`config.mk`:
```
export PLATFORM = sky130hd
export DESIGN_NAME = bus_handshake_monitor
export DESIGN_NICKNAME = d
export VERILOG_FILES = /design/src/rtl/bus_handshake_monitor.sv
export SDC_FILE = /design/constraint.sdc
export NUM_CORES = 1
export LEC_CHECK = 0
export BUFFER_PORTS_ARGS = -buffer_cell sky130_fd_sc_hd__clkbuf_2
export CAP_MARGIN = 20
export CORE_MARGIN = 2
export CORE_UTILIZATION = 55
export CTS_CLUSTER_DIAMETER = 120
export DETAILED_ROUTE_END_ITERATION = 16
export PLACE_DENSITY = 0.83
export REMOVE_ABC_BUFFERS = 1
export SLEW_MARGIN = 10
export SYNTH_ARGS = -nofsm -noshare
export SYNTH_HDL_FRONTEND = slang
export SYNTH_SLANG_ARGS = --single-unit
```
`constraint.sdc`:
```
create_clock -name clk -period 3.96 [get_ports clk]
set_input_delay 0.396 -clock clk [delete_from_list [all_inputs] [get_ports clk]]
set_output_delay 0.396 -clock clk [all_outputs]
set_load 0.02 [all_outputs]
```
`src/rtl/bus_handshake_monitor.sv`:
```
module bus_handshake_monitor #(
  parameter int CW = 16
) (
  input  logic          clk,
  input  logic          rst,
  input  logic          frame_n,
  input  logic          irdy_n,
  input  logic          trdy_n,
  input  logic          stop_n,
  input  logic          devsel_n,
  output logic          phase_done,
  output logic          xfer,
  output logic          viol_tgt,
  output logic          viol_ini,
  output logic          viol_frame,
  output logic          viol_hold,
  output logic [CW-1:0] phase_cnt,
  output logic [CW-1:0] wait_cnt
);
  localparam logic [CW-1:0] CMAX = {CW{1'b1}};

  logic in_txn, tgt_hold, ini_hold, sel_seen, stp_seen;
  logic p_frame, p_irdy, p_trdy, p_stop, p_devsel;

  wire start    = !in_txn && !frame_n && p_frame && p_irdy;
  wire active   = in_txn || start;
  wire done     = active && !irdy_n && !(trdy_n && stop_n);
  wire last     = done && frame_n;
  wire tgt_bad  = tgt_hold && ((trdy_n != p_trdy) || (stop_n != p_stop) || (devsel_n != p_devsel));
  wire ini_bad  = ini_hold && irdy_n;
  wire frm_bad  = in_txn && frame_n && !p_frame && irdy_n;
  wire hold_bad = in_txn && ((sel_seen && devsel_n) || (stp_seen && stop_n));
  wire waiting  = in_txn && irdy_n && trdy_n;

  always_ff @(posedge clk) begin
    if (rst) begin
      in_txn <= 1'b0; tgt_hold <= 1'b0; ini_hold <= 1'b0;
      sel_seen <= 1'b0; stp_seen <= 1'b0;
      p_frame <= 1'b1; p_irdy <= 1'b1; p_trdy <= 1'b1; p_stop <= 1'b1; p_devsel <= 1'b1;
      phase_done <= 1'b0; xfer <= 1'b0;
      viol_tgt <= 1'b0; viol_ini <= 1'b0; viol_frame <= 1'b0; viol_hold <= 1'b0;
      phase_cnt <= '0; wait_cnt <= '0;
    end else begin
      p_frame <= frame_n; p_irdy <= irdy_n; p_trdy <= trdy_n;
      p_stop <= stop_n; p_devsel <= devsel_n;

      if (last) in_txn <= 1'b0;
      else if (start) in_txn <= 1'b1;

      if (done || !active) tgt_hold <= 1'b0;
      else if (!trdy_n || !stop_n) tgt_hold <= 1'b1;

      if (done || !active) ini_hold <= 1'b0;
      else if (!irdy_n) ini_hold <= 1'b1;

      if (last || !active) sel_seen <= 1'b0;
      else if (!devsel_n) sel_seen <= 1'b1;

      if (last || !active) stp_seen <= 1'b0;
      else if (!stop_n) stp_seen <= 1'b1;

      phase_done <= done;
      xfer       <= done && !trdy_n;

      viol_tgt   <= viol_tgt   | tgt_bad;
      viol_ini   <= viol_ini   | ini_bad;
      viol_frame <= viol_frame | frm_bad;
      viol_hold  <= viol_hold  | hold_bad;

      if (done && phase_cnt != CMAX) phase_cnt <= phase_cnt + 1'b1;
      if (waiting && wait_cnt != CMAX) wait_cnt <= wait_cnt + 1'b1;
    end
  end

  a_r1_done_needs_handshake: assert property (@(posedge clk) disable iff (rst)
    phase_done |-> $past(!irdy_n && !(trdy_n && stop_n)));

  a_r2_xfer_needs_both_ready: assert property (@(posedge clk) disable iff (rst)
    xfer |-> $past(!irdy_n && !trdy_n));

  a_r4_ini_flag_cause: assert property (@(posedge clk) disable iff (rst)
    $rose(viol_ini) |-> $past(irdy_n));

  a_r7_flags_sticky: assert property (@(posedge clk) disable iff (rst)
    ($past({viol_tgt, viol_ini, viol_frame, viol_hold}) &
     ~{viol_tgt, viol_ini, viol_frame, viol_hold}) == 4'b0);

  a_r8_count_moves_with_done: assert property (@(posedge clk) disable iff (rst)
    (phase_cnt != $past(phase_cnt)) |-> phase_done);
endmodule

```
# After elaboration in Yosys (flattened, before gate mapping)
# Index checks and enable logic that the tools add are counted.
[word_totals] input_bits=7 out_inout_bits=38 elab_cells=67 ff_bits=48
[op_classes] n_reduce_logical=38 addsub=2 bitwise_logic=4 eq_ne=5
[op_table] cell="adder 16 x 1 -> 16 bit (second input constant)" n=2
[op_table] cell="!= test 16 bit (second input constant)" n=2
[op_table] cell="logical AND 1 bit" n=20
[op_table] cell="zero test 1 bit" n=8
[op_table] cell="logical OR 1 bit" n=7
[op_table] cell="OR reduction 2 bit" n=3
[op_table] cell="bitwise OR 1 bit" n=4
[op_table] cell="!= test 1 bit" n=3

# Depth between registers and ports, before layout
# Gate-level depths: netlist of the first run.
[depth] depth_word=10 ltp_mapped=7 mapped_depth_nobuf=5

# Worst setup path after synthesis of the first run
# No wires, ideal clock.
[synth_timing] kind="register -> register" from="reg phase_cnt[0]" to="reg phase_cnt[9]" t_required_ps=3837 synth_period_minus_slack_ps=1788 t_arrival_ps=1665 setup_time_ps=123 stages_incl_launch_ff=7 path_buffers=1 slack_ps=2172 cell_sequence="dfxtp_1 -> ha_1 -> and4_4 -> nor4b_4 -> buf_6 -> nor4_2 -> mux2_1"
[synth_between] elab_chain_cells=2 word_cells_on_any_way=3 cone_classes="add/sub (1); eq/ne (1); reduce/logical (1)"
[synth_lines] item="start: declaration" line="17" rtl="output logic [CW-1:0] phase_cnt,"
[synth_lines] item="start signal: assignment" line="70" rtl="if (done && phase_cnt != CMAX) phase_cnt <= phase_cnt + 1'b1;"
[synth_lines] item="branches (longest 2 deep; another with adder 16 x 1 -> 16 bit)"
# Several ways; the timed one is not identified.
# A chain may end at the register's enable or synchronous reset.

# Final worst setup path of the first run
[layout_timing] from="reg phase_cnt[1]" to="reg phase_cnt[11]"
# The elaborated chain is that of the path after synthesis.

==> results of run 1 <==
cell families after synthesis:
| group | after synthesis |
|---|---|
| compound gates | 70 |
| xor+xnor | 3 |
| fa+ha+maj | 2 |
| buf+inv | 20 |
| flops | 48 |
| mux | 3 |
| simple gates | 103 |
flip-flops by register name, summed over array words and instances (netlist names):
| name | cells |
|---|---|
| in_txn | 1 |
| phase_done | 1 |
| viol_ini | 1 |
| tgt_hold | 1 |
| viol_hold | 1 |
| p_stop | 1 |
| wait_cnt | 16 |
| stp_seen | 1 |
| p_frame | 1 |
| p_trdy | 1 |
| sel_seen | 1 |
| p_irdy | 1 |
| viol_frame | 1 |
| viol_tgt | 1 |
| xfer | 1 |
| ini_hold | 1 |
| phase_cnt | 16 |
| p_devsel | 1 |
metal layers:
layer / GRT usage / vias to the layer above / wire [um] / share of wire
met3: 0.0536 / 5 / 232 / 0.050
li1: - / 1026 / - / -
met1: 0.279 / 953 / 2120 / 0.45
met4: 0.0662 / 0 / 50 / 0.011
met2: 0.341 / 45 / 2280 / 0.49
met5: 0 / - / 0 / 0
worst register-to-register path, cell delays in order, from the launching register on:
cell     delay [ns]
dfxtp_1        0.38
ha_1           0.20
and4_4         0.26
nor4b_4        0.84
nor4_2         0.12
mux2_1         0.35
placed cells by master (no fill, tap or decap), drive strengths merged, types with 2 or more instances in the layout:
master  instances
inv             8
clkbuf         50
dfxtp          48
mux2            3
nand3          12
nor4            3
xnor2           3
and4            5
nor4b           2
o41ai           4
ha              2
o21ai          12
a21o            4
o31ai          11
or4            12
nand4          11
nor3            5
or3            10
nand3b          3
or2             6
nor2b           3
and3            5
nor2           14
clkinv          2
nand2          11
a21oi          32
o311ai          3
final timing paths:
kind,from,to,slack (ns)
max reg2reg,phase_cnt[1]$_SDFFE_PP0P_,phase_cnt[11]$_SDFFE_PP0P_,1.70
max,phase_cnt[1]$_SDFFE_PP0P_,phase_cnt[11]$_SDFFE_PP0P_,1.70
min reg2reg,sel_seen$_SDFFE_PP0N_,sel_seen$_SDFFE_PP0N_,0.45
min,devsel_n,sel_seen$_SDFFE_PP0N_,0.33
power by group:
group	total, W	leakage, nW	switching, W	internal [W]
clock network	0.000299	0.0510	0.000159	0.000140
registers	0.000497	0.389	0.00000566	0.000491
logic	0.0000512	0.577	0.0000338	0.0000174
final cells by class:
type,instances,area [um2]
Timing Repair Buffer,44,220
Clock inverter,2,10.0
Sequential cell,48,961
Multi-Input combinational cell,181,1230
Clock buffer,6,82.6
Tap cell,50,62.6
Inverter,8,30.0
Fill cell,342,1430
through the flow:
step	hold slack [ns]	total power [W]	worst slack (ns)	cells	utilization
after floorplan	0.424	0.000537	1.83	237	-
after global placement	0.434	0.000558	1.79	331	0.621
after detailed placement	0.442	0.000560	1.73	331	0.621
after CTS	0.324	0.000853	1.70	339	0.644
after global routing	0.338	0.000881	1.57	339	0.644
final	0.326	0.000847	1.70	339	0.644
==> flow_summary_export.csv, run 1 <==
group,metric,value,unit
status,status,"finished clean",
synthesis,synth_commonest_cells,"dfxtp_1, a21oi_1, nor2_1, or4_1",
floorplan,design.core.area,4030,um2
clocking,clk_pin_slew,0.09,ns
routing,vias,2029,
synthesis,synthMuxAreaShare,0.0146,
clocking,cts_setup_buffers,0,
worst_setup_path,critPathKind,"flip-flop to flip-flop",
timing,timing.final.crit_share,0.572,
worst_setup_path,cp-end-kind,"flip-flop",
finish,layout.nets,297,
synthesis,synthArstFlopShare,0,
placed_design,dp_hpwl,3.26,mm
synthesis,ys_seq_elements,48,
synthesis,ys_seq_area_frac,0.415,
power_and_ir_drop,leakage,1.02,nW
grt,grt_overflow,0,
clocking,cts_buffers,5,
synthesis,yosysMostFrequentCell,"dfxtp_1",
finish,finalInstanceArea,2590,um2
floorplan,start_util,0.574,
synthesis,avgSynthCellArea,9.29,um2
timing,fin_worst_skew,0.00465,ns
floorplan,fp-row-count,23,
synthesis,synth_fa_ha_area_frac,0.0108,
clocking,ctsHoldBuffers,0,
worst_setup_path,crit_slowest_cell,"nor4b_4",
grt,antenna_found_initial,0,
worst_setup_path,start_kind,"flip-flop",
finish,drive_above_1_share,0.253,
synthesis,post_synth_num_cell_types,42,
worst_setup_path,worstPathArrival,2.45,ns
synthesis,ys_top_cells_by_area,"dfxtp_1, a21oi_1, or4_1",
timing,tightest_slew,1.02,ns
clocking,cts-resized-gates,0,
routing,wl_per_cell,13.8,um
worst_hold_path,whs_path_depth,2,
routing,drc_errors,0,
timing,final_max_slew_viol_count,0,
synthesis,synth-xor-area-share,0.0114,
floorplan,num_io_pins,45,
clocking,clock_latency,0.30,ns
grt,grt_pass1_wl,7.60,mm
grt,grt_pass1_vias,1695,
timing,fin_crit,2.26,ns
synthesis,synth-edff-count,0,
timing,setup_tns,0,ns
clocking,cts_tree,"built",
synthesis,syn_inst,249,
finish,area_delta_synth_final,12.2,%
floorplan,die_y,68.9,um
routing,firstDrtPassIters,4,
worst_setup_path,cp.required,4.14,ns
floorplan,fp.dieArea,4740,um2
floorplan,die_width,68.9,um
synthesis,synthesis.area,2310,um2
timing,maxSlewHeadroom,0.314,
worst_setup_path,max_stage_delay,0.84,ns
routing,wl,4.68,mm
routing,viasPerCell,5.99,
placed_design,dpl_cell_area,2500,um2
power_and_ir_drop,ir_drop,0.000302,V
synthesis,synthSimpleGateAreaFrac,0.305,
clocking,clockBufferDepth,2,
timing,hold_violations,0,
finish,antenna_cells,0,
synthesis,synth_ff_type,"dfxtp_1",
flow_run,drv_cap,0,
synthesis,synth_top_area_share,0.415,
power_and_ir_drop,power_density,326,nW/um2
synthesis,synth_top_family_by_area,"simple AND/OR/NAND/NOR gates",
grt,grt_start_max_net_pins,47,
timing,finalSetupViolCount,0,
placed_design,numPortBuffers,44,
synthesis,yosysTopAreaCell,"dfxtp_1",
timing,fmax,0.442,GHz
worst_hold_path,hp-class,"input pin to flip-flop",
timing,grt_setup_unrepaired,"false",
worst_setup_path,crit_family,"simple AND/OR/NAND/NOR gates",
placed_design,finalWeightedCongestion,0.815,
worst_setup_path,worst-path-buf-inv,0,
clocking,cts_sinks,48,
synthesis,ys_warn_count,0,
worst_setup_path,r2r_cells,5,
worst_setup_path,crit_chain,"ha_1, and4_4, nor4b_4, nor4_2, mux2_1",
synthesis,synth-compound-area-share,0.189,
worst_setup_path,worstPathMaxFanout,21,
routing,ant_nets,0,
routing,drt-initial-drc-count,154,
clocking,h-tree-depth,2,
clocking,cts_root_buf,"clkbuf_8",
grt,grt_use_total,0.212,
worst_setup_path,cp.depth,5,
Power figures use the tool's default switching activity.
==> run 2, diff against run 1 <==
CORE_UTILIZATION = 54   (was 55)
PLACE_DENSITY = 0.81   (was 0.83)
clock period = 2.1 ns   (was 3.96 ns; I/O delays follow)
==> flow_summary_export.csv, run 2 (synthesis results as in run 1) <==
group,metric,value,unit
status,status,"finished clean",
finish,final_common_cell,"dfxtp_1",
timing,whs,0.140,ns
grt,antenna_found_initial,0,
finish,finalInstanceArea,2660,um2
placed_design,numPortBuffers,44,
timing,fin_worst_skew,0.00765,ns
floorplan,die_y,69.5,um
power_and_ir_drop,power_density,642,nW/um2
floorplan,fp-row-count,23,
floorplan,fp.dieArea,4820,um2
power_and_ir_drop,intPower,0.00131,W
worst_setup_path,cp-end-kind,"flip-flop",
timing,hold_violations,0,
floorplan,die_width,69.5,um
timing,tightest_slew,0.605,ns
placed_design,dp_hpwl,3.50,mm
timing,grt_setup_unrepaired,"false",
grt,grt_overflow,0,
clocking,h-tree-depth,2,
finish,top_regs,"phase_cnt (16), wait_cnt (16)",
placed_design,dp_slack,0.276,ns
worst_setup_path,critPathKind,"flip-flop to flip-flop",
floorplan,start_util,0.570,
floorplan,design.core.area,4060,um2
clocking,ctsHoldBuffers,0,
clocking,clockBufferDepth,2,
power_and_ir_drop,seqPwrFrac,0.549,
worst_setup_path,startpoint,"phase_cnt[0]$_SDFFE_PP0P_",
worst_setup_path,cp.required,2.30,ns
worst_hold_path,hp-start,"devsel_n",
placed_design,dpl_cell_area,2550,um2
routing,firstDrtPassIters,4,
clocking,cts_sinks,48,
power_and_ir_drop,ir_drop,0.000493,V
worst_hold_path,hp-class,"input pin to flip-flop",
clocking,clock_latency,0.31,ns
worst_setup_path,worstPathMaxFanout,7,
routing,drt-initial-drc-count,101,
grt,grt_pass1_wl,8.54,mm
timing,fmax,0.542,GHz
clocking,cts-resized-gates,0,
clocking,cts_root_buf,"clkbuf_8",
power_and_ir_drop,power_frac_clock,0.394,
grt,grt_use_total,0.216,
timing,setup_ws,0.255,ns
routing,wl,5.04,mm
clocking,cts_tree,"built",
timing,final_max_slew_viol_count,0,
clocking,cts_setup_buffers,0,
placed_design,finalWeightedCongestion,0.823,
timing,maxSlewHeadroom,0.597,
routing,wl_per_cell,14.6,um
floorplan,num_io_pins,45,
worst_setup_path,start_kind,"flip-flop",
finish,seq_area,961,um2
routing,ant_nets,0,
flow_run,drv_cap,0,
timing,finalSetupViolCount,0,
worst_setup_path,r2r-start,"phase_cnt[0]$_SDFFE_PP0P_",
finish,multi_input_area,1230,um2
timing,fin_crit,1.85,ns
routing,vias,2086,
finish,nFillCells,334,
finish,layout.nets,303,
clocking,clk_pin_slew,0.09,ns
routing,drc_errors,0,
finish,drive_above_1_share,0.268,
clocking,cts_buffers,5,
grt,grt_start_max_net_pins,31,
power_and_ir_drop,leakage,1.05,nW
power_and_ir_drop,power.switching,0.000394,W
power_and_ir_drop,p_comb_frac,0.057,
grt,grt_pass1_vias,1879,
timing,timing.final.crit_share,0.879,
routing,viasPerCell,6.05,
finish,area_delta_synth_final,14.9,%
power_and_ir_drop,p_sw_frac,0.231,
finish,layout_common_cells,"dfxtp_1, clkbuf_2, a21oi_1",
finish,final_util,0.655,
worst_setup_path,worstPathArrival,2.04,ns
finish,antenna_cells,0,
==> run 2: metal layers <==
metal / wire length (um) / vias to the layer above / track usage
met3: 225 / 9 / 0.0509
met2: 2380 / 53 / 0.343
met5: 0 / - / 0
met1: 2350 / 986 / 0.282
li1: - / 1038 / -
met4: 84 / 0 / 0.0893
==> run 2: path summary, 6_finish.rpt <==
kind / end / slack, ns / depth (start not counted)
max reg2reg: phase_cnt[9]$_SDFFE_PP0P_ / 0.25 / 6
min reg2reg: sel_seen$_SDFFE_PP0N_ / 0.46 / 2
min: sel_seen$_SDFFE_PP0N_ / 0.14 / 2
max: phase_cnt[9]$_SDFFE_PP0P_ / 0.25 / 6
==> run 2: worst max-delay path: stages, from the launching register on <==
cell     delay (ns)
dfxtp_1        0.35
ha_1           0.24
and4_4         0.22
nor4b_4        0.13
buf_4          0.18
nor4_2         0.27
mux2_1         0.36
==> run 2: power by group through the flow <==
stage	sequential (W)	clock (W)	combinational [W]
2_1_floorplan	0.000964	0	0.0000484
3_3_place_gp	0.000958	0	0.0000969
3_5_place_dp	0.000959	0	0.0000980
4_1_cts	0.000938	0.000685	0.0000985
5_1_grt	0.000941	0.000725	0.000109
6_report	0.000937	0.000672	0.0000974
==> run 2: metrics by stage <==
step | power, W | setup TNS (ns) | instances
final | 0.00171 | 0 | 345
after global placement | 0.00105 | 0 | 337
after global routing | 0.00177 | 0 | 345
after detailed placement | 0.00106 | 0 | 337
after CTS | 0.00172 | 0 | 345
after floorplan | 0.00101 | -0.0325 | 237
==> run 2: layout make-up <==
type                       count  area share
clock buffer                   5      0.0259
multi-input combinational    181       0.462
inverter                       8      0.0113
clock inverter                 3      0.0160
tap                           50      0.0235
sequential                    48       0.361
timing repair buffer          50      0.0998
